[src/rtl/ser_pkg.sv]
package ser_pkg;

    typedef enum logic [2:0] {
        OFS_DATA  = 3'd0,
        OFS_IEN   = 3'd1,
        OFS_IID   = 3'd2,
        OFS_LCTL  = 3'd3,
        OFS_MCTL  = 3'd4,
        OFS_LSTAT = 3'd5,
        OFS_MSTAT = 3'd6,
        OFS_SCR   = 3'd7
    } ser_ofs_e;

    // interrupt source index, equal to its enable bit position
    localparam int SRC_RX = 0;
    localparam int SRC_TX = 1;
    localparam int NSRC   = 2;

    localparam int LCTL_DLAB_BIT = 7;

    typedef struct packed {
        logic ok;
        logic rd_data;
        logic wr_data;
        logic wr_ien;
        logic wr_lctl;
    } ser_dec_t;

    function automatic logic [7:0] lstat_byte(input logic avail);
        return {1'b0, 1'b1, 1'b1, 4'b0000, avail};
    endfunction

    function automatic logic [7:0] iid_byte(input logic pend);
        return pend ? 8'h00 : 8'h01;
    endfunction

endpackage

[src/rtl/ser_irq_timer.sv]
module ser_irq_timer #(
    parameter int DELAY = 450
) (
    input  logic clk,
    input  logic rst,
    input  logic arm,
    input  logic cancel,
    output logic expire
);
    localparam int CW = $clog2(DELAY + 1);

    logic [CW-1:0] cnt_q;

    always_ff @(posedge clk) begin
        if (rst)                cnt_q <= '0;
        else if (arm)           cnt_q <= CW'(DELAY);
        else if (cancel)        cnt_q <= '0;
        else if (cnt_q != '0)   cnt_q <= cnt_q - 1'b1;
    end

    // last counting cycle; a restart or cancel in that cycle suppresses it
    assign expire = (cnt_q == CW'(1)) && !arm && !cancel;


    cnt_bound_chk: assert property (@(posedge clk) disable iff (rst)
        cnt_q <= CW'(DELAY));


    exp_idle_chk: assert property (@(posedge clk) disable iff (rst)
        expire |=> (cnt_q == '0));

endmodule

[src/rtl/ser_rd_mux.sv]
module ser_rd_mux
    import ser_pkg::*;
(
    input  ser_ofs_e   ofs,
    input  logic       dlab,
    input  logic       rx_valid,
    input  logic [7:0] rx_data,
    input  logic [7:0] ien,
    input  logic [7:0] lctl,
    input  logic       pend,
    output logic [7:0] rdata
);
    always_comb begin
        rdata = 8'h00;
        unique case (ofs)
            OFS_DATA:  rdata = (!dlab && rx_valid) ? rx_data : 8'h00;
            OFS_IEN:   rdata = dlab ? 8'h00 : ien;
            OFS_IID:   rdata = iid_byte(pend);
            OFS_LCTL:  rdata = lctl;
            OFS_LSTAT: rdata = lstat_byte(rx_valid);
            default:   rdata = 8'h00;
        endcase
    end
endmodule

[src/rtl/ser_regfile.sv]
module ser_regfile
    import ser_pkg::*;
#(
    parameter int ADDR_W    = 4,
    parameter int IRQ_DELAY = 450
) (
    input  logic              clk,
    input  logic              rst,
    input  logic              bus_sel,
    input  logic              bus_wr,
    input  logic [ADDR_W-1:0] bus_addr,
    input  logic [7:0]        bus_wdata,
    output logic [7:0]        bus_rdata,
    output logic              bus_err,
    input  logic              rx_valid,
    input  logic [7:0]        rx_data,
    output logic              rx_pop,
    output logic              tx_valid,
    output logic [7:0]        tx_data,
    output logic              irq
);
    logic [7:0]      ien_q, lctl_q;
    logic [NSRC-1:0] st_q;
    logic            irq_q, rxv_q, rechk_q;
    logic            in_rng, dlab;
    ser_ofs_e        ofs;
    ser_dec_t        dec;
    logic [NSRC-1:0] arm, cancel, expire, post, clr;
    logic            irq_drop;

    generate
        if (ADDR_W > 3) begin : g_rng
            assign in_rng = (bus_addr[ADDR_W-1:3] == '0);
        end else begin : g_full
            assign in_rng = 1'b1;
        end
    endgenerate

    assign ofs  = ser_ofs_e'(bus_addr[2:0]);
    assign dlab = lctl_q[LCTL_DLAB_BIT];

    always_comb begin
        dec         = '0;
        dec.ok      = bus_sel && in_rng;
        dec.rd_data = dec.ok && !bus_wr && ofs == OFS_DATA && !dlab;
        dec.wr_data = dec.ok &&  bus_wr && ofs == OFS_DATA && !dlab;
        dec.wr_ien  = dec.ok &&  bus_wr && ofs == OFS_IEN  && !dlab;
        dec.wr_lctl = dec.ok &&  bus_wr && ofs == OFS_LCTL;
    end

    assign bus_err  = bus_sel && !in_rng;
    assign rx_pop   = dec.rd_data && rx_valid;
    assign tx_valid = dec.wr_data;
    assign tx_data  = bus_wdata;

    // arming and cancelling of each source's delay counter
    always_comb begin
        arm[SRC_TX]    = (dec.wr_data && ien_q[SRC_TX]) ||
                         (dec.wr_ien && bus_wdata[SRC_TX]);
        cancel[SRC_TX] = dec.wr_ien && !bus_wdata[SRC_TX];
        arm[SRC_RX]    = dec.wr_ien ? (bus_wdata[SRC_RX] && rx_valid)
                                    : (ien_q[SRC_RX] && rx_valid && (rechk_q || !rxv_q));
        cancel[SRC_RX] = dec.wr_ien && !(bus_wdata[SRC_RX] && rx_valid);
        clr[SRC_RX]    = dec.rd_data || cancel[SRC_RX];
        clr[SRC_TX]    = dec.wr_data || cancel[SRC_TX];
    end

    genvar gi;
    generate
        for (gi = 0; gi < NSRC; gi++) begin : g_src
            ser_irq_timer #(.DELAY(IRQ_DELAY)) u_tmr (
                .clk    (clk),
                .rst    (rst),
                .arm    (arm[gi]),
                .cancel (cancel[gi]),
                .expire (expire[gi])
            );
            assign post[gi] = expire[gi] && ien_q[gi];

            always_ff @(posedge clk) begin
                if (rst)           st_q[gi] <= 1'b0;
                else if (clr[gi])  st_q[gi] <= 1'b0;
                else if (post[gi]) st_q[gi] <= 1'b1;
            end
        end
    endgenerate

    assign irq_drop = dec.rd_data || dec.wr_data ||
                      (cancel[SRC_RX] && st_q[SRC_RX]) ||
                      (cancel[SRC_TX] && st_q[SRC_TX]);

    always_ff @(posedge clk) begin
        if (rst) begin
            ien_q   <= 8'h00;
            lctl_q  <= 8'h00;
            irq_q   <= 1'b0;
            rxv_q   <= 1'b0;
            rechk_q <= 1'b0;
        end else begin
            if (dec.wr_ien)  ien_q  <= bus_wdata;
            if (dec.wr_lctl) lctl_q <= bus_wdata;
            if (irq_drop)    irq_q  <= 1'b0;
            else if (|post)  irq_q  <= 1'b1;
            rxv_q   <= rx_valid;
            rechk_q <= dec.rd_data;
        end
    end

    assign irq = irq_q;

    ser_rd_mux u_mux (
        .ofs      (ofs),
        .dlab     (dlab),
        .rx_valid (rx_valid),
        .rx_data  (rx_data),
        .ien      (ien_q),
        .lctl     (lctl_q),
        .pend     (|st_q),
        .rdata    (bus_rdata)
    );


    oob_keeps_lctl_chk: assert property (@(posedge clk) disable iff (rst)
        bus_err |=> $stable(lctl_q));


    dlab_keeps_ien_chk: assert property (@(posedge clk) disable iff (rst)
        (dec.ok && bus_wr && dlab && ofs == OFS_IEN) |=> $stable(ien_q));


    rd_clears_chk: assert property (@(posedge clk) disable iff (rst)
        dec.rd_data |=> (!irq_q && !st_q[SRC_RX]));


    wr_clears_chk: assert property (@(posedge clk) disable iff (rst)
        dec.wr_data |=> (!irq_q && !st_q[SRC_TX]));


    tx_off_chk: assert property (@(posedge clk) disable iff (rst)
        (dec.wr_ien && !bus_wdata[SRC_TX]) |=> !st_q[SRC_TX]);


    irq_has_src_chk: assert property (@(posedge clk) disable iff (rst)
        irq_q |-> (|st_q));


    irq_rise_chk: assert property (@(posedge clk) disable iff (rst)
        $rose(irq_q) |-> $past(|expire));

endmodule

[config.mk]
export PLATFORM = sky130hd
export DESIGN_NAME = ser_regfile
export DESIGN_NICKNAME = d
export VERILOG_FILES = /design/src/rtl/ser_pkg.sv /design/src/rtl/ser_irq_timer.sv /design/src/rtl/ser_rd_mux.sv /design/src/rtl/ser_regfile.sv
export SDC_FILE = /design/constraint.sdc
export NUM_CORES = 1
export LEC_CHECK = 0
export ABC_AREA = 1
export BUFFER_PORTS_ARGS = -buffer_cell sky130_fd_sc_hd__buf_4
export CAP_MARGIN = 5
export CORE_MARGIN = 1.5
export CORE_UTILIZATION = 57
export DETAILED_ROUTE_END_ITERATION = 8
export PLACE_DENSITY_LB_ADDON = 0.12
export SYNTH_ARGS = -nofsm -noshare
export SYNTH_HDL_FRONTEND = slang
export SYNTH_SLANG_ARGS = --single-unit
[constraint.sdc]
create_clock -name clk -period 2.4 [get_ports clk]
set_input_delay 0.6 -clock clk [delete_from_list [all_inputs] [get_ports clk]]
set_output_delay 0.6 -clock clk [all_outputs]
set_load 0.02 [all_outputs]
## Word-level counts from Yosys, hierarchy flattened

Cells that the tools add are included.

- Add/sub/neg operators: 2
- Equality and inequality tests: 6
- Multiplexer cells: 11
- Bitwise gates (word level): 1
- Reductions and logical operators: 56

Operators with widths:

| kind | count |
|---|---|
| 9-bit two-way mux | 6 |
| 8-bit case mux with 5 select lines | 1 |
| 1-bit logical AND | 28 |
| 9-bit by 1-bit == test with 1-bit output, second input constant | 2 |
| 9-bit nonzero test | 2 |
| 9-bit by 1-bit subtractor with 9-bit output, second input constant | 2 |
| 8-bit two-way mux | 2 |
| 2-bit OR reduction | 5 |
| 1-bit zero test | 9 |
| 1-bit logical OR | 7 |
| 3-bit by 2-bit == test with 1-bit output, second input constant | 2 |
| 3-bit nonzero test | 2 |
| 3-bit OR reduction | 2 |
| 3-bit by 1-bit == test with 1-bit output, second input constant | 1 |
| 3-bit == test, second input constant | 1 |
| 3-bit zero test | 1 |
| 1-bit two-way mux | 2 |
| 1-bit NOT | 1 |

- Register bits after elaboration: 39
- Bits of input ports: 25
- Output and inout bits: 20
- Word-level logic and storage cells: 87

## Depth between registers and ports, before layout

Gate-level depths: netlist of run 1.

- Word-level depth: 12
- Depth in mapped cells: 10
- Mapped depth without buffers: 10

## Cells and area by module

A second synthesis of run 1 with hierarchy kept.

- Cells, all modules: 348
- Area total of the unflattened synthesis: 2318.5 um^2

Modules (own cells, without submodules):

| module | instances | cells each | area an instance (um^2) | sequential area each (um^2) |
|---|---|---|---|---|
| ser_irq_timer | 2 | 77 | 539.3 | 180.2 |
| ser_regfile | 1 | 135 | 979.7 | 420.4 |
| ser_rd_mux | 1 | 59 | 260.2 | 0.0 |

## Worst setup path before layout of run 1

No wires, ideal clock.

- Kind: input port to output port
- Start: in bus_addr[2]
- End: out bus_rdata[7]
- Arrival: 1.300 ns
- Required time: 1.800 ns
- Setup slack: 0.500 ns
- Stages on the path: 5
- Buffers on the path: 0
- Cell sequence: nor3_1 > nand2_1 > inv_1 > nand2_1 > o211ai_1

- Word-level cells in the longest chain between the ends: 2
- Elaborated cells on any way between the ends: 6
- Classes of those cells: eq/ne: 4; mux: 1; reduce/logical: 1

Ends and longest elaborated chain:

| what | RTL line | source |
|---|---|---|
| from (decl) | ser_regfile.sv:11 | `input logic [ADDR_W-1:0] bus_addr,` |
| 3-bit == test, or another cell as far along | ser_rd_mux.sv:15 | `unique case (ofs)` |
| 8-bit case mux with 5 select lines (*) | ser_rd_mux.sv:15 |  |
| to (decl) | ser_regfile.sv:13 | `output logic [7:0] bus_rdata,` |

Mark *: on every way between the ends. The rest lies on a longest branch, timed or not.

## Final worst setup path of run 1

Ends and elaborated chain as after synthesis.

==> run metrics, run 1 <==
XOR/XNOR share of the synthesized area=0.02024; wire length per cell=11.09 um; multiplexer share of the synthesized area=0; CTS sink count=39; Int Pwr=1.275 mW; Comb pwr share=0.399; hpwl dp=approximately 3.5 mm; clock buffer depth=2; most frequent cell after synthesis=nand2_1; switching pwr=0.8054 mW; mapped cell area=about 2200 um2; largest family of logic cells by synthesized area=simple AND/OR/NAND/NOR gates; Cells after Synth=322; r2r setup slk=~0.82 ns; count of cell types in the netlist=31; Flop pwr share=0.391; crit path kind=primary input to output pin; P_leak=1.245 nW; CTS tree=done; Syn-to-layout area delta=19.49%; Tmin final=2.229 ns; final hold violations=0; # DRC=0; EDFF count, synth=0; routed wire length=4.592 mm; top_reg_cell synth=dfxtp_1; Achievable Freq=about 450 MHz; core area=3661 um2; Crit path required time=1.80 ns; ANT cells=0; total chip power=2.080 mW; Hold/Removal Path Class=flip-flop to flip-flop; initial antenna violation count=0; CTS resizes=0; Critical Path Fanout Max=7; area post-placement=2500 um2; cell area after layout=2585 um2; sequential fraction of the synthesis area=0.3609; status=completed; data arrival time of the worst path=1.63 ns; Synth top area share=0.3609; met1 Usage GRT=0.3076; routing usage on met2=0.4128; worst-skew pair later-pin latency=about 0.30 ns; Worst path slowest cell=nor3_1; grt met3 use=0.05035; Yosys reg bits=39; largest net degree at the start of global routing=19; Cell Pwr Density=804.8 nW/um2; simple-gate share of the synthesized area=0.3678; sw frac=0.3871; CTS clk-pin slew, worst paths=0.07 ns; post-DR vias/cell=4.981; H-tree Lvls=2; 1st-pass router iterations=5; # Post-CTS Setup Buffers=0; largest cells by area after synthesis=dfxtp_1, nand2_1, nor2_1; compound-cell area share of the yosys netlist=0.1053; Hold-fix buffers, CTS=0; Die W=64.61 um; Root Driver=clkbuf_8; Max stage delay on crit path=0.26 ns; synthesized area per cell=6.718 um2; Synth area leader=dfxtp_1; gpl congestion=0.8424; element type at the critical path start=primary input; Syn Nets=351; number of port buffers=44; top cells by count, synth=nand2_1, nor2_1, inv_1; via count=about 2100; Final period util=0.9290; Die Footprint=4174 um2; ys async rst share=0; Final setup viols=0; CTS Buf Count=5; RSZ-0062 raised after global routing=no; share of post-route cells with drive strength above 1=0.2049; Final #Nets=394; VDD IR max=0.3956 mV; Util after Layout=0.7061; first-pass GRT wire length=slightly above 8 mm; Worst Skew=0.004909 ns; Synth Area in Adders=0.02313; number of global-route vias before repair=1896; global route overflow=0; gr usage total=0.2430; Die Y=64.61 um; CP Cell Sequence=buf_4 > nor3_1 > nand2_1 > inv_1 > nand2_1 > o211ai_1 > buf_4; Initial Utilization=0.5909; post-route ant nets=0; I/O Pins=45; Clock power frac=0.210; Placement Rows=22; Sum Neg Setup Slack=0 ns; final count of pins violating max slew=0; total number of yosys warnings=0; max cap viols=0; busiest metal layer after global routing=met2; Least-Margin Pin Slew=0.5045 ns; CP Capture Type=output pin; Iteration-0 DRC Markers=135; relative slew slack=0.6633
==> through the flow <==
step / std cells / hold WS [ns] / worst slack (ns)
detailed placement: 406 / 0.4718 / 0.1607
global route: 414 / 0.5143 / 0.01211
floorplan: 322 / 0.4526 / 0.5002
CTS: 414 / 0.4890 / 0.1526
global placement: 406 / 0.4627 / 0.2096
finish: 414 / 0.4853 / 0.1705
==> flip-flops by register name, indices dropped and copies added (netlist names) <==
register and cells:
lctl_q 8, ien_q 8, rechk_q 1, g_src.u_tmr.cnt_q 18, st_q 2, irq 1, rxv_q 1
==> critical path, delay by kind of cell <==
kind                   cells  cell delay, ns
AOI/OAI and AO/OA          1            0.08
and+or+nand+nor            3            0.44
buffers and inverters      3            0.50
==> power by group through the flow <==
stage               sequential [mW]  clock (mW)  combinational [mW]
global route                  0.828       0.479               0.977
floorplan                     0.812           0               0.665
detailed placement            0.827           0               0.828
CTS                           0.813       0.447               0.834
finish                        0.813       0.437               0.831
global placement              0.826           0               0.813
==> cells by family (layout without fill, tap and decap cells) <==
kind of cell | count (synthesis) | after routing
AND/OR/NAND/NOR | 171 | 171
buffers and inverters | 60 | 104
AO/OA/AOI/OAI | 43 | 43
flip-flops | 39 | 39
XOR/XNOR | 5 | 5
adder cells (fa/ha/maj) | 4 | 4
==> cells in the final DEF, fill, tap and decap left out, types with 2 or more instances in the layout <==
cell type and n:
clkbuf_8 5, nand2_1 64, nor3_1 5, nand3_4 3, nand3_1 21, nor2_2 2, inv_2 3, nor2_1 57
a21oi_1 17, o21ai_0 21, dfxtp_1 39, o211ai_1 2, clkinv_2 2, xnor2_1 3, xor2_1 2, nand4_1 7
ha_1 4, inv_1 44, buf_4 48, nand2_2 6
==> worst paths after layout <==
| check | cells after the start | endpoint | start |
|---|---|---|---|
| setup / recovery | 7 | bus_rdata[7] | bus_addr[2] |
| hold / removal | 2 | ien_q[4] | ien_q[4] |
| setup reg to reg | 10 | irq | lctl_q[7] |
| hold reg to reg | 2 | ien_q[4] | ien_q[4] |
==> area by class of cell <==
type	count	area (um2)
Sequential cell	39	780.7
Multi-Input combinational cell	223	1117
Tap cell	48	60.06
Clock inverter	2	12.51
Fill cell	306	1076
Timing Repair Buffer	48	360.3
Inverter	48	181.4
Clock buffer	6	72.57
==> metal layers <==
metal,part of all wire,up-vias
li1,-,1095
met1,0.47,919
met2,0.48,42
met3,0.040,6
met4,0.012,0
met5,0,-
(Power assumes the default switching activity.)
==> run 2, diff against run 1 <==
- clock period: 2.4 -> 2.8 ns (I/O delays scaled with it)
==> run 2 against run 1 <==
  * Highest routed layer unchanged
  * Sequential power fell by 14%
  * Via count rose by 0.82%
  * Hold slack improved by 0.0030 ns
  * Final cell count fell by 0.24%
  * Clock power rose by 7.6%
  * Core utilization up 0.55 points
  * Die area unchanged
  * Final area up 0.77%
  * Combinational power fell by 14%
==> run metrics, run 2 (synthesis results as in run 1) <==
status=completed; VDD IR max=0.3176 mV (-20%); element type at the critical path start=primary input; Iteration-0 DRC Markers=78 (-42%); clock buffer depth=2 (unchanged); core area=3661 um2 (unchanged); I/O Pins=45 (unchanged); wire length per cell=11.33 um (+2.1%); top flop regs=g_src.u_tmr.cnt_q x18, ien_q x8, lctl_q x8; max cap viols=0 (unchanged); data arrival time of the worst path=1.71 ns (+0.08 ns); most common cell after layout, fill and taps aside=nand2_1; via count=2079 (+0.82%); gpl congestion=0.8714 (+3.4%); post-route ant nets=0 (unchanged); 1st-pass router iterations=6 (+1); Crit path required time=2.10 ns (+0.30 ns); Die Footprint=4174 um2 (unchanged); share of post-route cells with drive strength above 1=0.2055 (+0.0005614); Placement Rows=22 (unchanged); max reg flops=18 (unchanged); number of global-route vias before repair=1922 (+1.4%); CP Capture Type=output pin; Final #Nets=393 (-0.25%); Die Y=64.61 um (unchanged); hold path cells=2 (unchanged); H-tree Lvls=2 (unchanged); worst-skew pair later-pin latency=0.29 ns (about the same); Hold/Removal Path Class=flip-flop to flip-flop; Syn-to-layout area delta=20.42%; Final setup viols=0 (unchanged); routed wire length=4.678 mm (+1.9%); Die W=64.61 um (unchanged); CTS tree=done; Worst Skew=0.005476 ns (+0.0005673 ns); hpwl dp=3.577 mm (+3.2%); crit path kind=primary input to output pin; Initial Utilization=0.5909 (unchanged); P_leak=1.257 nW (+1.0%); CTS Buf Count=5 (unchanged); final hold violations=0 (unchanged); Achievable Freq=415.3 MHz; Cell Pwr Density=722.7 nW/um2 (-10%); area post-placement=2492 um2 (-0.30%); # DRC=0 (unchanged); Root Driver=clkbuf_8; Hold-fix buffers, CTS=0 (unchanged); gr usage total=0.2435 (+0.0004585); Least-Margin Pin Slew=0.4946 ns (-0.009892 ns); number of port buffers=44 (unchanged); Sum Neg Setup Slack=0 ns (unchanged); Tmin final=approximately 2.4 ns; final count of pins violating max slew=0 (unchanged); cell area after layout=2605 um2 (+0.77%); initial antenna violation count=0 (unchanged); Util after Layout=0.7116 (+0.005469); ANT cells=0 (unchanged); CTS clk-pin slew, worst paths=0.07 ns (about the same); most frequent cells in the layout=nand2_1, nor2_1, buf_4; global route overflow=0 (unchanged); CTS resizes=0 (unchanged); largest net degree at the start of global routing=19 (unchanged); RSZ-0062 raised after global routing=no; Critical Path Fanout Max=7 (unchanged); post-DR vias/cell=5.034 (+1.1%); Final period util=0.8599; relative slew slack=0.6699 (+0.006602); CTS sink count=39 (unchanged); register with the most flip-flops=g_src.u_tmr.cnt_q; R2R cell count=8 (-2); first-pass GRT wire length=8.045 mm (-0.59%); # Post-CTS Setup Buffers=0 (unchanged)
run 2: changes by cell type in the layout (fill, tap and decap cells not counted):
cell,before,now
buf_4,48,47
bufinv_16,0,1
clkbuf_1,1,0
clkinv_4,0,1
clkinvlp_4,1,0
run 2: worst paths after layout:
path / start / end / slack (ns)
max: bus_addr[2] / bus_rdata[7] / 0.39
min: ien_q[7] / ien_q[7] / 0.49
max reg2reg: g_src[1].u_tmr.cnt_q[0] / g_src[1].u_tmr.cnt_q[1] / 1.24
min reg2reg: ien_q[7] / ien_q[7] / 0.49
run 2: power breakdown:
| group | switching (mW) | internal, mW |
|---|---|---|
| registers | 0.0610 | 0.638 |
| logic | 0.434 | 0.280 |
| clock network | 0.205 | 0.265 |
run 2: per-stage QoR:
| step | total power [mW] | setup slack, ns | std cells | hold WS [ns] |
|---|---|---|---|---|
| after floorplan | 1.266 | 0.7002 | 322 | 0.4526 |
| after global placement | 1.405 | 0.4161 | 405 | 0.4675 |
| after detailed placement | 1.418 | 0.4042 | 405 | 0.4721 |
| after CTS | 1.893 | 0.3950 | 413 | 0.4893 |
| after global routing | 2.049 | 0.2307 | 413 | 0.5168 |
| final | 1.883 | 0.3922 | 413 | 0.4883 |
run 2: worst max-delay path: stages:
cell and delay [ns]:
buf_4 0.13, nor3_1 0.24, nand2_1 0.10, inv_1 0.20, nand2_1 0.08, o211ai_1 0.09
buf_4 0.17
run 2: layout make-up:
class	count	area, um2
multi-input combinational	223	1117
fill	325	1056
sequential	39	780.7
timing repair buffer	47	352.8
inverter	48	181.4
clock buffer	5	68.82
tap	48	60.06
clock inverter	3	43.79
run 2: layer usage:
| layer | routed length, um | vias up | global-route usage |
|---|---|---|---|
| met2 | 2258 | 38 | 0.4245 |
| li1 | - | 1097 | - |
| met3 | 160 | 6 | 0.05035 |
| met1 | 2203 | 938 | 0.2971 |
| met5 | 0 | - | 0 |
| met4 | 56 | 0 | 0.08511 |
